==> src/rtl/pipe_hazard_ctl.sv <==
module pipe_hazard_ctl #(
  parameter int RW = 5
) (
  input  logic          clk,
  input  logic          rst_n,
  input  logic [RW-1:0] ifid_rs,
  input  logic [RW-1:0] ifid_rt,
  input  logic          ifid_rt_used,
  input  logic          ifid_shift,
  input  logic          ifid_jump,
  input  logic [RW-1:0] idex_rs,
  input  logic [RW-1:0] idex_rt,
  input  logic          idex_rt_used,
  input  logic          idex_shift,
  input  logic          idex_mem_read,
  input  logic [RW-1:0] idex_wr,
  input  logic          ex_br_taken,
  input  logic          exmem_reg_we,
  input  logic [RW-1:0] exmem_wr,
  input  logic          memwb_reg_we,
  input  logic [RW-1:0] memwb_wr,
  output logic [1:0]    fwd_a,
  output logic [1:0]    fwd_b,
  output logic          pc_we,
  output logic          ifid_we,
  output logic          ifid_clr,
  output logic          idex_clr
);
  localparam logic [RW-1:0] ZERO_REG = '0;
  localparam logic [1:0] SEL_RF = 2'b00;
  localparam logic [1:0] SEL_WB = 2'b01;
  localparam logic [1:0] SEL_EX = 2'b10;

  logic bub_ex_q, bub_mem_q;
  logic load_use, stall;
  logic mem_ok, wb_ok, a_live, b_live;

  assign load_use = idex_mem_read && (idex_wr != ZERO_REG) &&
                    ((!ifid_shift && ifid_rs == idex_wr) ||
                     (ifid_rt_used && ifid_rt == idex_wr));
  assign stall = load_use && !ex_br_taken;

  assign pc_we    = !stall;
  assign ifid_we  = !stall;
  assign idex_clr = ex_br_taken || stall;
  assign ifid_clr = ex_br_taken || (ifid_jump && !stall);

  always_ff @(posedge clk) begin
    if (!rst_n) begin
      bub_ex_q  <= 1'b0;
      bub_mem_q <= 1'b0;
    end else begin
      bub_ex_q  <= stall;
      bub_mem_q <= bub_ex_q;
    end
  end

  assign mem_ok = exmem_reg_we && (exmem_wr != ZERO_REG) && !bub_mem_q;
  assign wb_ok  = memwb_reg_we && (memwb_wr != ZERO_REG);
  assign a_live = !idex_shift && (idex_rs != ZERO_REG);
  assign b_live = idex_rt_used && (idex_rt != ZERO_REG);

  assign fwd_a = (a_live && mem_ok && exmem_wr == idex_rs) ? SEL_EX :
                 (a_live && wb_ok  && memwb_wr == idex_rs) ? SEL_WB : SEL_RF;
  assign fwd_b = (b_live && mem_ok && exmem_wr == idex_rt) ? SEL_EX :
                 (b_live && wb_ok  && memwb_wr == idex_rt) ? SEL_WB : SEL_RF;

  assert_stall_freeze_R1: assert property (@(posedge clk) disable iff (!rst_n)
    !pc_we |-> (!ifid_we && idex_clr && !ifid_clr));

  assert_sel_legal_R4: assert property (@(posedge clk) disable iff (!rst_n)
    (fwd_a != 2'b11) && (fwd_b != 2'b11));

  assert_zero_reg_R5: assert property (@(posedge clk) disable iff (!rst_n)
    (idex_rs == ZERO_REG) |-> (fwd_a == SEL_RF));

  assert_branch_flush_R6: assert property (@(posedge clk) disable iff (!rst_n)
    ex_br_taken |-> (ifid_clr && idex_clr && pc_we && ifid_we));

  assert_jump_flush_R7: assert property (@(posedge clk) disable iff (!rst_n)
    (ifid_jump && pc_we && !ex_br_taken) |-> (ifid_clr && !idex_clr));

  assert_no_mem_fwd_over_bubble_R10: assert property (@(posedge clk) disable iff (!rst_n)
    $past(!pc_we, 2) |-> (fwd_a != SEL_EX && fwd_b != SEL_EX));
endmodule

==> config.mk <==
export PLATFORM = sky130hd
export DESIGN_NAME = pipe_hazard_ctl
export DESIGN_NICKNAME = d
export VERILOG_FILES = /design/src/rtl/pipe_hazard_ctl.sv
export SDC_FILE = /design/constraint.sdc
export NUM_CORES = 1
export LEC_CHECK = 0
export CAP_MARGIN = 0
export CORE_MARGIN = 5
export CORE_UTILIZATION = 28
export CTS_BUF_LIST = sky130_fd_sc_hd__clkbuf_4 sky130_fd_sc_hd__clkbuf_8
export DETAILED_ROUTE_END_ITERATION = 12
export GPL_TIMING_DRIVEN = 0
export PLACE_DENSITY = 0.78
export REMOVE_ABC_BUFFERS = 1
export SETUP_SLACK_MARGIN = 0.02
export SLEW_MARGIN = 40
export SYNTH_ARGS = -nofsm -noshare
export SYNTH_HDL_FRONTEND = slang
export SYNTH_SLANG_ARGS = --single-unit
==> constraint.sdc <==
create_clock -name clk -period 1.45 [get_ports clk]
set_clock_uncertainty 0.2 [all_clocks]
set_input_delay 0.2175 -clock clk [delete_from_list [all_inputs] [get_ports clk]]
set_output_delay 0.2175 -clock clk [all_outputs]
set_load 0.05 [all_outputs]
==> results by group <==
Run status
  • Result of the run: finished, violations left
  • Violations in the final reports: negative setup slack

Setup path
  • Ordered cell list for the critical path: buf_8 > or4_4 > o21ai_4 > o31a_1 > buf_6
  • Worst flop-to-flop path startpoint: bub_ex_q
  • Longest individual stage delay on the worst path: 0.54 ns
  • Worst-case register-to-register setup slack: 0.72 ns
  • Path depth of the worst reg2reg path: 1
  • Start-to-end type of the worst setup path: in -> out
  • Largest driver fanout on the critical path: 4
  • Critical Path Slowest Stage Cell: or4_4
  • Crit. End Element: output port
  • Worst R2R End: bub_mem_q
  • Worst path arrival time: 1.39 ns
  • Required time worst endpoint: 1.03 ns
  • Launching element type of the critical path: input pin

Final layout
  • Multi-input combinational cell area: 649 um2
  • Share of post-route cells with drive strength above 1: 55.5%
  • Number of nets in the layout: 176
  • Filler Cell Count: 168
  • Fin util: 65.1%
  • Antenna Diode Count: 0
  • Area grow syn2layout: 123%
  • Footprint of the flip-flops and latches: 40.0 um2

Logic synthesis
  • Most repeated cell in the gate-level netlist after synthesis: xnor2_1
  • Average cell area after synthesis: 8.19 um2
  • YS warnings: 0
  • Number of flops mapped to enable cells by yosys: 0
  • Primary FF master, synth: dfxtp_1
  • Library cells used by synthesis: 25
  • Top cells by area in the synthesized netlist: xnor2_1 (35%), xor2_1 (11%), dfxtp_1 (7.0%)
  • Fraction of registers with async set/reset: 0%
  • List of most frequent post-synthesis cells: xnor2_1 (23), xor2_1 (7), nand2_1 (5), nor3_1 (5), nand3_1 (4)
  • Register bit count reported by yosys: 2
  • Leading area contributor after synthesis: xnor2_1
  • Post-Synthesis Cell Area: 573 um2
  • Number of cells produced by synthesis: 70
  • Seq/Total Area, Yosys: 6.99%
  • Fraction of synthesized cell area taken by the top area cell type: 35.2%

Die
  • Die boundary height: 55.2 um
  • Initial cell density of the core: 29.2%
  • Placement row count: 16
  • Horizontal extent of the die: 55.2 um
  • Full die area: 3050 um2
  • Core Area: 1960 um2
  • IO Count: 54

Detailed routing
  • Sum of routed wire length over all layers: 2320 um
  • Wire length per cell after detailed routing: 15.0 um
  • Via count of the routed design: 747
  • Detailed-route DRC error count: 0
  • Via density: 4.82
  • Detailed Route Iter0 Violations: 14
  • Iteration count of the initial detailed-routing pass: 4
  • Remaining antenna violation count after routing: 0

Clock tree
  • Clock root buffer: clkbuf_4
  • Maximum buffer depth of the clock tree: 2
  • Clock tree from TritonCTS: yes
  • CTS Sinks: 2
  • Clk Latency, worst-skew pair: 0.23 ns
  • Hold-fix buffers, CTS: 0
  • Clock-pin transition on the worst setup and hold timing paths: 0.03 ns
  • Number of buffers added by the clock tree synthesis step: 3
  • H-tree levels: 1

Power
  • Power per cell area: 406 nW/um2
  • Maximum ir drop on the vdd rail: 0.000387 V
  • Leakage: 0.514 nW

Global route
  • Via count of the first global-routing pass: 811
  • Maximum number of pins on one net before global-route repair: 5
  • Final global-route overflow total: 0
  • GR Util All Layers: 15.0%
  • Number of antenna violations at the first check in global routing: 0
  • Global-route wire length before repair: 3770 um

Timing
  • Max-Slew Margin vs Limit: 80.0%
  • Minimum clock period after layout: 1.80 ns
  • Peak clock frequency supported by timing: 554 MHz
  • Final count of negative-setup-slack endpoints: 8
  • Slew @ Worst Pin: 0.300 ns
  • Number of slew-limit violations in the final report: 0
  • Setup_tns: -2.24 ns
  • RSZ-0062 raised after global routing: true
  • PnR worst setup slack: -0.355 ns
  • Final Hold Violating Endpoints: 0
  • Period utilization: 124%

Min path
  • Min-Delay Endpoint: bub_mem_q
  • Hold WC Path Type: reg -> reg
  • Worst Hold Depth: 1
  • Hold path start: bub_ex_q

Flow run
  • Max Cap Violations: 0

Place
  • Number of buffers inserted by port buffering: 53
  • Detailed placement HPWL: 1840 um
  • Last weighted congestion value of the routability-driven placer: 0.774
[cells in the final DEF, fill, tap and decap left out, types with 2 or more instances in the layout]
master / count
xnor2_2: 6
buf_2: 10
xor2_1: 6
clkdlybuf4s50_1: 6
nand3_1: 3
clkdlybuf4s15_2: 3
o21ai_4: 3
nand2_1: 4
buf_8: 5
dfxtp_1: 2
clkbuf_2: 2
nor4_2: 2
xnor2_1: 17
nand4_1: 2
clkdlybuf4s15_1: 3
nor2_1: 2
or4_4: 4
dlygate4sd2_1: 5
nor3_1: 4
buf_6: 17
clkbuf_4: 3
buf_4: 5
[worst max-delay path: cells and delay by family]
kind / cells / cell delay [ns]
compound gates: 2 / 0.38
buf+inv: 2 / 0.25
simple gates: 1 / 0.54
[stage by stage]
step | cells | cell area (um2) | hold WS (ns) | total power, mW | setup slack, ns
2_1_floorplan | 69 | 566 | 0.139 | 0.181 | -0.689
3_3_place_gp | 149 | 1130 | 0.218 | 0.355 | -1.39
3_5_place_dp | 149 | 1130 | 0.222 | 0.361 | -1.41
4_1_cts | 155 | 1250 | 0.233 | 0.512 | -0.359
5_1_grt | 155 | 1280 | 0.252 | 0.559 | -0.410
6_report | 155 | 1280 | 0.228 | 0.519 | -0.355
[cell type report]
class                      instances  area share [%]
clock buffer                       3            1.76
multi-input combinational         67            50.8
sequential                         2            3.13
tap                               27            2.64
timing repair buffer              56            41.6
[power by group]
| part | switching, mW | internal (mW) | total, mW |
|---|---|---|---|
| Sequential | 0.0000838 | 0.0557 | 0.0558 |
| Clock | 0.0333 | 0.0914 | 0.125 |
| Combinational | 0.145 | 0.194 | 0.338 |
| Total | 0.178 | 0.341 | 0.519 |
[sequential cells by signal (all words and copies together), names as in the netlist]
| register | cells |
|---|---|
| bub_ex_q | 1 |
| bub_mem_q | 1 |
[timing repair]
action / 4_1_cts / 5_1_grt
gates resized for setup: 223 / 15
buffers inserted: 3 / 0
setup endpoints to repair: 9 / 8
pin swaps: 31 / 15
[cells by family (layout without fill, tap and decap cells)]
group           count (synthesis)  count (layout)  share of synthesized area, %
compound gates                  9               9                          17.0
xor+xnor                       30              30                          45.9
flops                           2               2                          6.99
buf+inv                         1              59                          1.31
simple gates                   28              28                          28.8
[metal layers]
| metal | vias to the layer above | share of wire (%) | track usage, % | wire length, um |
|---|---|---|---|---|
| li1 | 365 | - | - | - |
| met1 | 326 | 41 | 17.4 | 952 |
| met2 | 56 | 46 | 25.2 | 1060 |
| met3 | 0 | 13 | 8.16 | 309 |
| met4 | 0 | 0 | 1.04 | 0 |
| met5 | - | 0 | 0 | 0 |
[worst max-delay path by stage]
| stage | slack [ns] | start | end |
|---|---|---|---|
| after floorplan | -0.69 | exmem_wr[3] | fwd_b[1] |
| after global placement | -1.39 | exmem_wr[1] | fwd_b[0] |
| after detailed placement | -1.41 | exmem_wr[1] | fwd_b[0] |
| after CTS | -0.36 | exmem_wr[4] | fwd_b[0] |
| after global routing | -0.41 | exmem_wr[4] | fwd_b[0] |
| final | -0.35 | exmem_wr[4] | fwd_b[0] |
Note: power is estimated with default switching activity, not from simulation.
